File: config.mk
export PLATFORM = sky130hd
export DESIGN_NAME = pkt_asm
export DESIGN_NICKNAME = d
export VERILOG_FILES = /design/src/rtl/pkt_asm_pkg.sv /design/src/rtl/pkt_asm_match.sv /design/src/rtl/pkt_asm_count.sv /design/src/rtl/pkt_asm_fsm.sv /design/src/rtl/pkt_asm_out.sv /design/src/rtl/pkt_asm.sv
export SDC_FILE = /design/constraint.sdc
export NUM_CORES = 1
export LEC_CHECK = 0
export ABC_AREA = 1
export BUFFER_PORTS_ARGS = -buffer_cell sky130_fd_sc_hd__buf_4
export CELL_PAD_IN_SITES_DETAIL_PLACEMENT = 0
export CELL_PAD_IN_SITES_GLOBAL_PLACEMENT = 1
export CORE_AREA = 2 2 155 81
export DETAILED_ROUTE_END_ITERATION = 8
export DIE_AREA = 0 0 157 83
export PLACE_DENSITY = 0.84
export SLEW_MARGIN = 20
export SYNTH_ARGS = -nofsm -noshare
export SYNTH_HDL_FRONTEND = slang
export SYNTH_SLANG_ARGS = --single-unit
export TNS_END_PERCENT = 30
File: constraint.sdc
create_clock -name clk -period 2.05 [get_ports clk]
set_input_delay 0.205 -clock clk [delete_from_list [all_inputs] [get_ports clk]]
set_output_delay 0.205 -clock clk [all_outputs]
set_load 0.01 [all_outputs]
File: src/rtl/pkt_asm_pkg.sv
package pkt_asm_pkg;

    typedef enum logic [1:0] {
        PA_BYPASS = 2'd0,
        PA_EMPTY  = 2'd1,
        PA_OPEN   = 2'd2
    } pa_state_e;

    typedef struct packed {
        logic bypass;
        logic delim_hit;
        logic len_hit;
        logic full_hit;
    } pa_match_t;

endpackage

File: src/rtl/pkt_asm_match.sv
module pkt_asm_match
    import pkt_asm_pkg::*;
#(
    parameter int WORD_W = 8,
    parameter int LEN_W  = 8,
    parameter int DEPTH  = 16,
    localparam int CNT_W = $clog2(DEPTH + 1)
) (
    input  logic [WORD_W:0]   cfg_delim,
    input  logic [LEN_W-1:0]  cfg_len,
    input  logic [WORD_W-1:0] data,
    input  logic [CNT_W-1:0]  count,
    output pa_match_t         match
);

    logic             delim_on;
    logic             len_on;
    logic [CNT_W-1:0] next_count;

    always_comb begin
        // a negative setting switches a criterion off
        delim_on   = ~cfg_delim[WORD_W];
        len_on     = ~cfg_len[LEN_W-1] && (cfg_len != '0);
        next_count = count + CNT_W'(1);

        match.bypass    = ~delim_on && ~len_on;
        match.delim_hit = delim_on && (data == cfg_delim[WORD_W-1:0]);
        match.len_hit   = len_on && (cfg_len == LEN_W'(next_count));
        match.full_hit  = ~match.bypass && (next_count == CNT_W'(DEPTH));
    end

endmodule

File: src/rtl/pkt_asm_count.sv
module pkt_asm_count #(
    parameter int DEPTH  = 16,
    localparam int CNT_W = $clog2(DEPTH + 1)
) (
    input  logic             clk,
    input  logic             rst_n,
    input  logic             clr,
    input  logic             inc,
    output logic [CNT_W-1:0] count
);

    always_ff @(posedge clk) begin
        if (!rst_n || clr) begin
            count <= '0;
        end else if (inc) begin
            count <= count + CNT_W'(1);
        end
    end

endmodule

File: src/rtl/pkt_asm_fsm.sv
module pkt_asm_fsm
    import pkt_asm_pkg::*;
(
    input  logic      clk,
    input  logic      rst_n,
    input  logic      in_valid,
    input  logic      bypass,
    input  logic      close,
    output pa_state_e state,
    output logic      is_first
);

    pa_state_e state_nx;

    always_ff @(posedge clk) begin
        if (!rst_n) begin
            state <= PA_EMPTY;
        end else begin
            state <= state_nx;
        end
    end

    always_comb begin
        state_nx = state;
        if (bypass) begin
            state_nx = PA_BYPASS;                        // disable
        end else begin
            unique case (state)
                PA_BYPASS, PA_EMPTY: begin
                    if (in_valid && !close) state_nx = PA_OPEN;   // open / enable
                    else                    state_nx = PA_EMPTY;  // enable
                end
                PA_OPEN: begin
                    if (in_valid && close) state_nx = PA_EMPTY;   // close
                end
                default: state_nx = PA_EMPTY;
            endcase
        end
    end

    always_comb begin
        is_first = (state != PA_OPEN) && !bypass;
    end

endmodule

File: src/rtl/pkt_asm_out.sv
module pkt_asm_out #(
    parameter int WORD_W = 8,
    parameter int TS_W   = 32
) (
    input  logic              clk,
    input  logic              rst_n,
    input  logic              in_valid,
    input  logic [WORD_W-1:0] in_data,
    input  logic [TS_W-1:0]   in_stamp,
    input  logic [TS_W-1:0]   cur_time,
    input  logic              tag_first,
    input  logic              tag_last,
    input  logic              tag_ovf,
    output logic              out_valid,
    output logic [WORD_W-1:0] out_data,
    output logic              out_first,
    output logic              out_last,
    output logic              out_overflow,
    output logic              pkt_start,
    output logic [TS_W-1:0]   pkt_start_stamp,
    output logic [TS_W-1:0]   pkt_end_stamp
);

    always_ff @(posedge clk) begin
        if (!rst_n) begin
            out_valid       <= 1'b0;
            out_data        <= '0;
            out_first       <= 1'b0;
            out_last        <= 1'b0;
            out_overflow    <= 1'b0;
            pkt_start       <= 1'b0;
            pkt_start_stamp <= '0;
            pkt_end_stamp   <= '0;
        end else begin
            out_valid    <= in_valid;
            out_first    <= in_valid && tag_first;
            out_last     <= in_valid && tag_last;
            out_overflow <= in_valid && tag_ovf;
            pkt_start    <= in_valid && tag_first;
            if (in_valid) begin
                out_data <= in_data;
            end
            if (in_valid && tag_first) begin
                pkt_start_stamp <= in_stamp;
            end
            if (in_valid && tag_last) begin
                pkt_end_stamp <= cur_time;
            end
        end
    end

endmodule

File: src/rtl/pkt_asm.sv
module pkt_asm
    import pkt_asm_pkg::*;
#(
    parameter int WORD_W = 8,
    parameter int LEN_W  = 8,
    parameter int DEPTH  = 16,
    parameter int TS_W   = 32
) (
    input  logic              clk,
    input  logic              rst_n,
    input  logic [WORD_W:0]   cfg_delim,
    input  logic [LEN_W-1:0]  cfg_len,
    input  logic              in_valid,
    input  logic [WORD_W-1:0] in_data,
    input  logic [TS_W-1:0]   in_stamp,
    input  logic [TS_W-1:0]   cur_time,
    output logic              out_valid,
    output logic [WORD_W-1:0] out_data,
    output logic              out_first,
    output logic              out_last,
    output logic              out_overflow,
    output logic              pkt_start,
    output logic [TS_W-1:0]   pkt_start_stamp,
    output logic [TS_W-1:0]   pkt_end_stamp
);

    localparam int CNT_W = $clog2(DEPTH + 1);

    pa_match_t        match;
    pa_state_e        state;
    logic [CNT_W-1:0] count;
    logic             close;
    logic             is_first;
    logic             tag_first;
    logic             tag_last;
    logic             tag_ovf;

    pkt_asm_match #(
        .WORD_W (WORD_W),
        .LEN_W  (LEN_W),
        .DEPTH  (DEPTH)
    ) u_match (
        .cfg_delim (cfg_delim),
        .cfg_len   (cfg_len),
        .data      (in_data),
        .count     (count),
        .match     (match)
    );

    always_comb begin
        close     = match.delim_hit || match.len_hit || match.full_hit;
        tag_first = is_first;
        tag_last  = !match.bypass && close;
        tag_ovf   = match.full_hit && !match.delim_hit && !match.len_hit;
    end

    pkt_asm_count #(
        .DEPTH (DEPTH)
    ) u_count (
        .clk   (clk),
        .rst_n (rst_n),
        .clr   (match.bypass || (in_valid && close)),
        .inc   (in_valid),
        .count (count)
    );

    pkt_asm_fsm u_fsm (
        .clk      (clk),
        .rst_n    (rst_n),
        .in_valid (in_valid),
        .bypass   (match.bypass),
        .close    (close),
        .state    (state),
        .is_first (is_first)
    );

    pkt_asm_out #(
        .WORD_W (WORD_W),
        .TS_W   (TS_W)
    ) u_out (
        .clk             (clk),
        .rst_n           (rst_n),
        .in_valid        (in_valid),
        .in_data         (in_data),
        .in_stamp        (in_stamp),
        .cur_time        (cur_time),
        .tag_first       (tag_first),
        .tag_last        (tag_last),
        .tag_ovf         (tag_ovf),
        .out_valid       (out_valid),
        .out_data        (out_data),
        .out_first       (out_first),
        .out_last        (out_last),
        .out_overflow    (out_overflow),
        .pkt_start       (pkt_start),
        .pkt_start_stamp (pkt_start_stamp),
        .pkt_end_stamp   (pkt_end_stamp)
    );

endmodule

==> flow_summary.yaml, run 1 <==
status:
  status: "completed"
detailed_routing:
  drt-met1-wl_um: 5280
  wl_per_cell_um: 13.4
  wl_um: 10700
  maxUsedRoutingLayer: "met4"
  viasPerCell: 4.50
  first_iter_violations: 275
  route.detailed.drc: 0
  dr.pass1.iters: 4
  detail-route-antenna-nets: 0
  vias: 3601
  wl_met2_um: 4410
  routed-wl-met3_um: 943
placement:
  postPlaceCellArea_um2: 5040
  portBuffers: 168
  routabilityCongestion: 0.816
  place_hpwl_um: 7940
layout:
  fin_area_um2: 5340
  final_cell_mix: "173 x buf_4, 82 x dfxtp_1, 66 x inv_1"
  area_growth_pct: 44.4
  diodes: 0
  final_common_cell: "buf_4"
  final_layout_size_suffix_gt1_share_pct: 36.9
  fin_util_pct: 46.0
  nNetsFinal: 724
clock_tree:
  clkSinkCount: 83
  cts_buffers: 9
  cts_tree: "built"
  root_buffer: "clkbuf_16"
  cts_hold_buf: 0
  clkTransAtPathRegs_ns: 0.06
  htreeDepth: 3
  clk_latency_ns: 0.33
  clockBufferDepth: 2
timing:
  final_hold_viol_count: 0
  min_period_ns: 1.88
  tightest_slew_ns: 0.531
  hold_slack_ns: 0.120
  skew_ns: 0.00422
  clock.fmax_ghz: 0.533
  fin_crit_sh_pct: 91.6
  slew_headroom_pct: 64.6
  slew_viol_final: 0
  fin_tns_setup_ns: 0
  rsz0062_at_grt: "no"
  finalSetupViolCount: 0
floorplanning:
  initial_core_util_pct: 31.9
  rows: 28
  fp.dieH_um: 83
  dieArea_um2: 13000
  core_um2: 11600
  die_x_um: 157
  io_pins: 169
synth:
  yosys_warnings: 0
  syn-num-nets: 569
  ys_seq_area_share_pct: 45.0
  synthCells: 475
  ys_ff_latch: 83
  synth_cell_types: 31
  synth_area_um2: 3700
  avgSynthCellArea_um2: 7.78
worst_setup_path:
  crit_required_ns: 2.28
  crit_path_max_fanout: 6
  crit_type: "flip-flop to flip-flop"
  critPathArrivalTime_ns: 2.10
  critPathLaunchType: "flip-flop"
  worstSetupEndpointType: "flip-flop"
global_routing:
  groute.usage.overall_pct: 16.0
  grt_max_degree: 61
  grt_pass1_wl_um: 16700
  antenna_found_initial: 0
  grt_pass1_vias: 3345
  grt_overflow: 0
min_path:
  hold_path_class: "primary input to flip-flop"
power:
  power_mw: 3.84
  leakagePower_nw: 2.56
  vdd_drop_max_mv: 0.330
  power_density_nw_per_um2: 719
job:
  cap_violations: 0
[where the power goes]
part	total [mW]	switching, mW	internal [mW]
sequential	1.73	0.0446	1.69
clock	1.54	0.695	0.844
combinational	0.565	0.281	0.284
total	3.84	1.02	2.82
[path summary, 6_finish.rpt]
path,startpoint,end,slack [ns],depth (start not counted)
worst max-delay path,u_count.count[0],u_out.pkt_end_stamp[26],0.17,10
worst min-delay path,in_data[2],u_out.out_data[2],0.12,3
worst max register to register,u_count.count[0],u_out.pkt_end_stamp[26],0.17,10
worst min register to register,u_out.pkt_start_stamp[9],u_out.pkt_start_stamp[9],0.45,2
[what timing repair did]
item / in CTS / in global routing
endpoints found under the hold margin: 0 / 0
setup buffers: 0 / 0
setup endpoints to repair: 0 / 39
resized for setup: 0 / 4
[registers in the layout (all words and copies together) (netlist names)]
signal                 flops
u_out.out_data             8
u_out.out_overflow         1
u_count.count              5
u_out.out_last             1
u_out.pkt_start            1
u_out.pkt_start_stamp     32
u_out.pkt_end_stamp       32
u_out.out_valid            1
u_fsm.state                2
[metal layers]
layer / vias up / track usage (%)
met5: - / 0
met3: 9 / 5.90
met4: 0 / 3.75
met2: 132 / 23.6
li1: 1840 / -
met1: 1620 / 22.3
[final cells by class]
type | instances | area (um2)
Clock buffer | 9 | 225
Timing Repair Buffer | 177 | 1380
Tap cell | 165 | 206
Sequential cell | 83 | 1660
Clock inverter | 7 | 61.3
Fill cell | 1141 | 6260
Inverter | 71 | 267
Multi-Input combinational cell | 288 | 1540
[cell families after synthesis]
group / synth area share [%]
flip-flops: 45.0
AO/OA/AOI/OAI: 15.6
adder cells (fa/ha/maj): 0.677
XOR/XNOR: 1.42
AND/OR/NAND/NOR: 23.3
multiplexers: 0.271
buffers and inverters: 13.8
[through the flow]
| step | cells | setup WS (ns) |
|---|---|---|
| 2_1_floorplan | 475 | 0.276 |
| 3_3_place_gp | 784 | 0.138 |
| 3_5_place_dp | 784 | 0.0422 |
| 4_1_cts | 800 | 0.0263 |
| 5_1_grt | 800 | 0.00502 |
| 6_report | 800 | 0.172 |
[cells in the mapped netlist (all sizes together)]
cell	count	share of area, %
a21oi	61	8.9
buf	24	5.7
clkbuf	9	0.91
clkinv	1	0.10
dfxtp	83	45
ha	2	0.68
inv	70	7.1
mux2i	1	0.27
nand2	57	5.9
nand3	46	8.8
nand3b	1	0.20
nand4	15	2.9
nor2	48	5.0
nor3	2	0.27
o21ai	46	6.2
o21bai	1	0.30
o22ai	1	0.17
or2	1	0.17
xnor2	4	0.95
xor2	2	0.47
[worst max-delay path, cell delays in order, from the launching register on]
cell	delay [ns]
dfxtp_1	0.33
ha_1	0.33
xnor2_1	0.18
nand3_1	0.10
nor2_2	0.13
nand4_2	0.11
nand3_2	0.16
nand2_2	0.15
buf_4	0.18
nand3_1	0.06
nand2_1	0.05
Note: power is estimated with default switching activity, not from simulation.
==> run 2, diff against run 1 <==
CORE_AREA = 2 2 159 83   (was 2 2 155 81)
DIE_AREA = 0 0 161 85   (was 0 0 157 83)
SYNTH_HIERARCHICAL = 1   (was unset)
==> run 2 against run 1 <==
Register-to-register slack worse by 0.12 ns. Synthesized cell count is 23% higher. First-iteration DRC count is 21% lower. Die area is 5.0% higher. Sequential cell count stayed put. Critical endpoint is now u_out/pkt_end_stamp[9].
==> flow_summary.yaml, run 2 <==
worst_setup_path:
  crit_required_ns: 2.28
  rr_worst_depth: 15
  endpoint: "u_out/pkt_end_stamp[9]"
  r2r_start: "u_count/count[0]"
  critPathLaunchType: "flip-flop"
  reg2reg_slack_ns: 0.05
  worstSetupEndpointType: "flip-flop"
  crit_type: "flip-flop to flip-flop"
  worstReg2RegEnd: "u_out/pkt_end_stamp[9]"
  crit_path_max_fanout: 14
  critPathArrivalTime_ns: 2.22
  crit_path_start: "u_count/count[0]"
layout:
  final_layout_size_suffix_gt1_share_pct: 30.6
  diodes: 0
  num-fill-cells: 1289
  final_cell_mix: "176 x buf_4, 157 x nor2_1, 155 x nand2_1"
  nNetsFinal: 848
  fin_util_pct: 46.3
  finalNonFillerCells: 927
  top_regs: "u_out/pkt_end_stamp (32), u_out/pkt_start_stamp (32), u_out/out_data (8)"
  area_growth_pct: 53.4
  final_common_cell: "buf_4"
detailed_routing:
  first_iter_violations: 218
  dr.pass1.iters: 5
  route.detailed.drc: 0
  detail-route-antenna-nets: 0
  wl_per_cell_um: 11.8
  viasPerCell: 4.19
  wl_um: 11000
  vias: 3887
timing:
  min_period_ns: 2.00
  skew_ns: 0.00419
  fin_crit_sh_pct: 97.4
  slew_headroom_pct: 79.0
  clock.fmax_ghz: 0.501
  finalSetupViolCount: 0
  slew_viol_final: 0
  final_hold_viol_count: 0
  tightest_slew_ns: 0.315
  rsz0062_at_grt: "yes"
synth:
  synth_area_leader_cell: "dfxtp_1"
  syn-num-nets: 678
  synth_top_family_by_area: "simple AND/OR/NAND/NOR gates"
  synthSimpleGateAreaFrac_pct: 36.4
  synth_edf_count: 0
  yosysTopAreaCellShare_pct: 44.6
  synth-adder-area-share_pct: 1.01
  synth_compound_area_share_pct: 3.29
  synth.top_cells.by_count: "167 x nand2_1, 163 x nor2_1, 94 x inv_1, 83 x dfxtp_1, 16 x buf_2"
  ys_ff_latch: 83
  synth_cell_types: 20
  muxShareOfSynthArea_pct: 0
  ys_seq_area_share_pct: 44.6
  yosys_warnings: 6
  synthFlopType: "dfxtp_1"
  avgSynthCellArea_um2: 6.39
  netlist_top_cells_area: "dfxtp_1 45%, nand2_1 17%, nor2_1 16%, inv_1 9.5%, buf_2 2.1%"
  synthCells: 583
  yosysMostFrequentCell: "nand2_1"
  synth_area_um2: 3720
  synth-async-reset-ratio_pct: 0
  synth_xor_area_share_pct: 1.18
power:
  pwr-share-comb_pct: 14.0
  power_mw: 4.13
  power_density_nw_per_um2: 722
  p_sw_share_pct: 23.3
  switching_power_mw: 0.961
  pwr-share-clk_pct: 44.0
  seqPwrFrac_pct: 42.0
  p_int_mw: 3.16
  vdd_drop_max_mv: 0.446
  leakagePower_nw: 3.11
status:
  status: "completed"
global_routing:
  grt_pass1_vias: 3549
  grt_overflow: 0
  antenna_found_initial: 0
  grt_pass1_wl_um: 16800
  groute.usage.overall_pct: 15.3
  grt_max_degree: 56
placement:
  place_hpwl_um: 7770
  dp.cells: 908
  portBuffers: 168
  routabilityCongestion: 0.809
clock_tree:
  root_buffer: "clkbuf_16"
  cts_buffers: 9
  clockBufferDepth: 2
  clkSinkCount: 83
  htreeDepth: 3
  cts_tree: "built"
  post_cts_buffers: 0
  clkTransAtPathRegs_ns: 0.06
  clk_latency_ns: 0.33
floorplanning:
  io_pins: 169
  die_x_um: 161
  dieArea_um2: 13700
  core_um2: 12300
  fp.dieH_um: 85
  initial_core_util_pct: 30.2
  rows: 29
min_path:
  hold_path_class: "primary input to flip-flop"
  hold_depth: 3
job:
  cap_violations: 0
run 2: changes by cell type after synthesis, moves of 16 or more:
cell / delta
a21oi_1: -47
inv_1: +28
nand2_1: +112
nand3_1: -16
nand3_2: -19
nor2_1: +117
o21ai_0: -35
run 2: kinds of logic (layout without fill, tap and decap cells):
group | Yosys count | count (layout)
flops | 83 | 83
compound gates | 23 | 23
fa+ha+maj | 3 | 3
simple gates | 351 | 351
buf+inv | 118 | 292
xor+xnor | 5 | 5
run 2: power groups by stage:
stage | combinational (mW) | clock (mW) | sequential (mW)
global route | 0.648 | 1.95 | 1.74
detailed placement | 0.566 | 0 | 1.76
CTS | 0.570 | 1.88 | 1.73
floorplan | 0.222 | 0 | 1.79
global placement | 0.560 | 0 | 1.76
finish | 0.577 | 1.82 | 1.73
run 2: critical path, cell delays in order (launching register included):
cell and delay (ns):
dfxtp_4 0.39, ha_4 0.16, inv_2 0.03, nand2_1 0.06, nand2_1 0.07, nand2_1 0.06
nand2_1 0.06, nor2_1 0.10, nand3_1 0.09, nor2_2 0.12, nor2_2 0.06, a21oi_2 0.18
nand2_4 0.14, clkbuf_16 0.21, nor2_1 0.12, nor2_1 0.06
run 2: metrics by stage:
stage / hold WS, ns / setup slack, ns / cell area, um2 / setup TNS [ns]
6_report: 0.0849 / 0.0538 / 5710 / 0
5_1_grt: 0.0897 / -0.0672 / 5710 / -1.06
4_1_cts: 0.0817 / 0.00863 / 5520 / 0
3_5_place_dp: 0.433 / -0.0209 / 5170 / -0.146
3_3_place_gp: 0.425 / 0.0884 / 5170 / 0
2_1_floorplan: 0.294 / 0.0322 / 3720 / 0
run 2: layout make-up:
type	count	area [um2]	area share [%]
clock inverters	5	103	1.80
well taps	170	213	3.72
multi-input cells	382	1680	29.4
clock buffers	10	229	4.01
repair buffers	183	1470	25.7
flip-flops and latches	83	1670	29.2
inverters	94	353	6.18
run 2: repair_timing:
item                       CTS  global route
pin swaps                    0             5
setup endpoints to repair   28            40
cloned                       0             4
hold buffers                 0             0
resized for setup            4            30
run 2: routing by layer:
metal / global-route usage [%] / vias to the layer above / wire length (um)
met3: 6.74 / 9 / 1130
met2: 22.0 / 153 / 4350
met1: 21.1 / 1695 / 5410
met4: 3.25 / 0 / 81
li1: - / 2030 / -
met5: 0 / - / 0
run 2: how the worst min path moves through the flow:
stage,from,end,slack [ns]
floorplan,in_valid,u_count/count[0],0.29
global placement,cur_time[30],u_out/pkt_end_stamp[30],0.42
detailed placement,in_stamp[15],u_out/pkt_start_stamp[15],0.43
CTS,in_stamp[15],u_out/pkt_start_stamp[15],0.08
global route,in_stamp[8],u_out/pkt_start_stamp[8],0.09
finish,cur_time[0],u_out/pkt_end_stamp[0],0.08
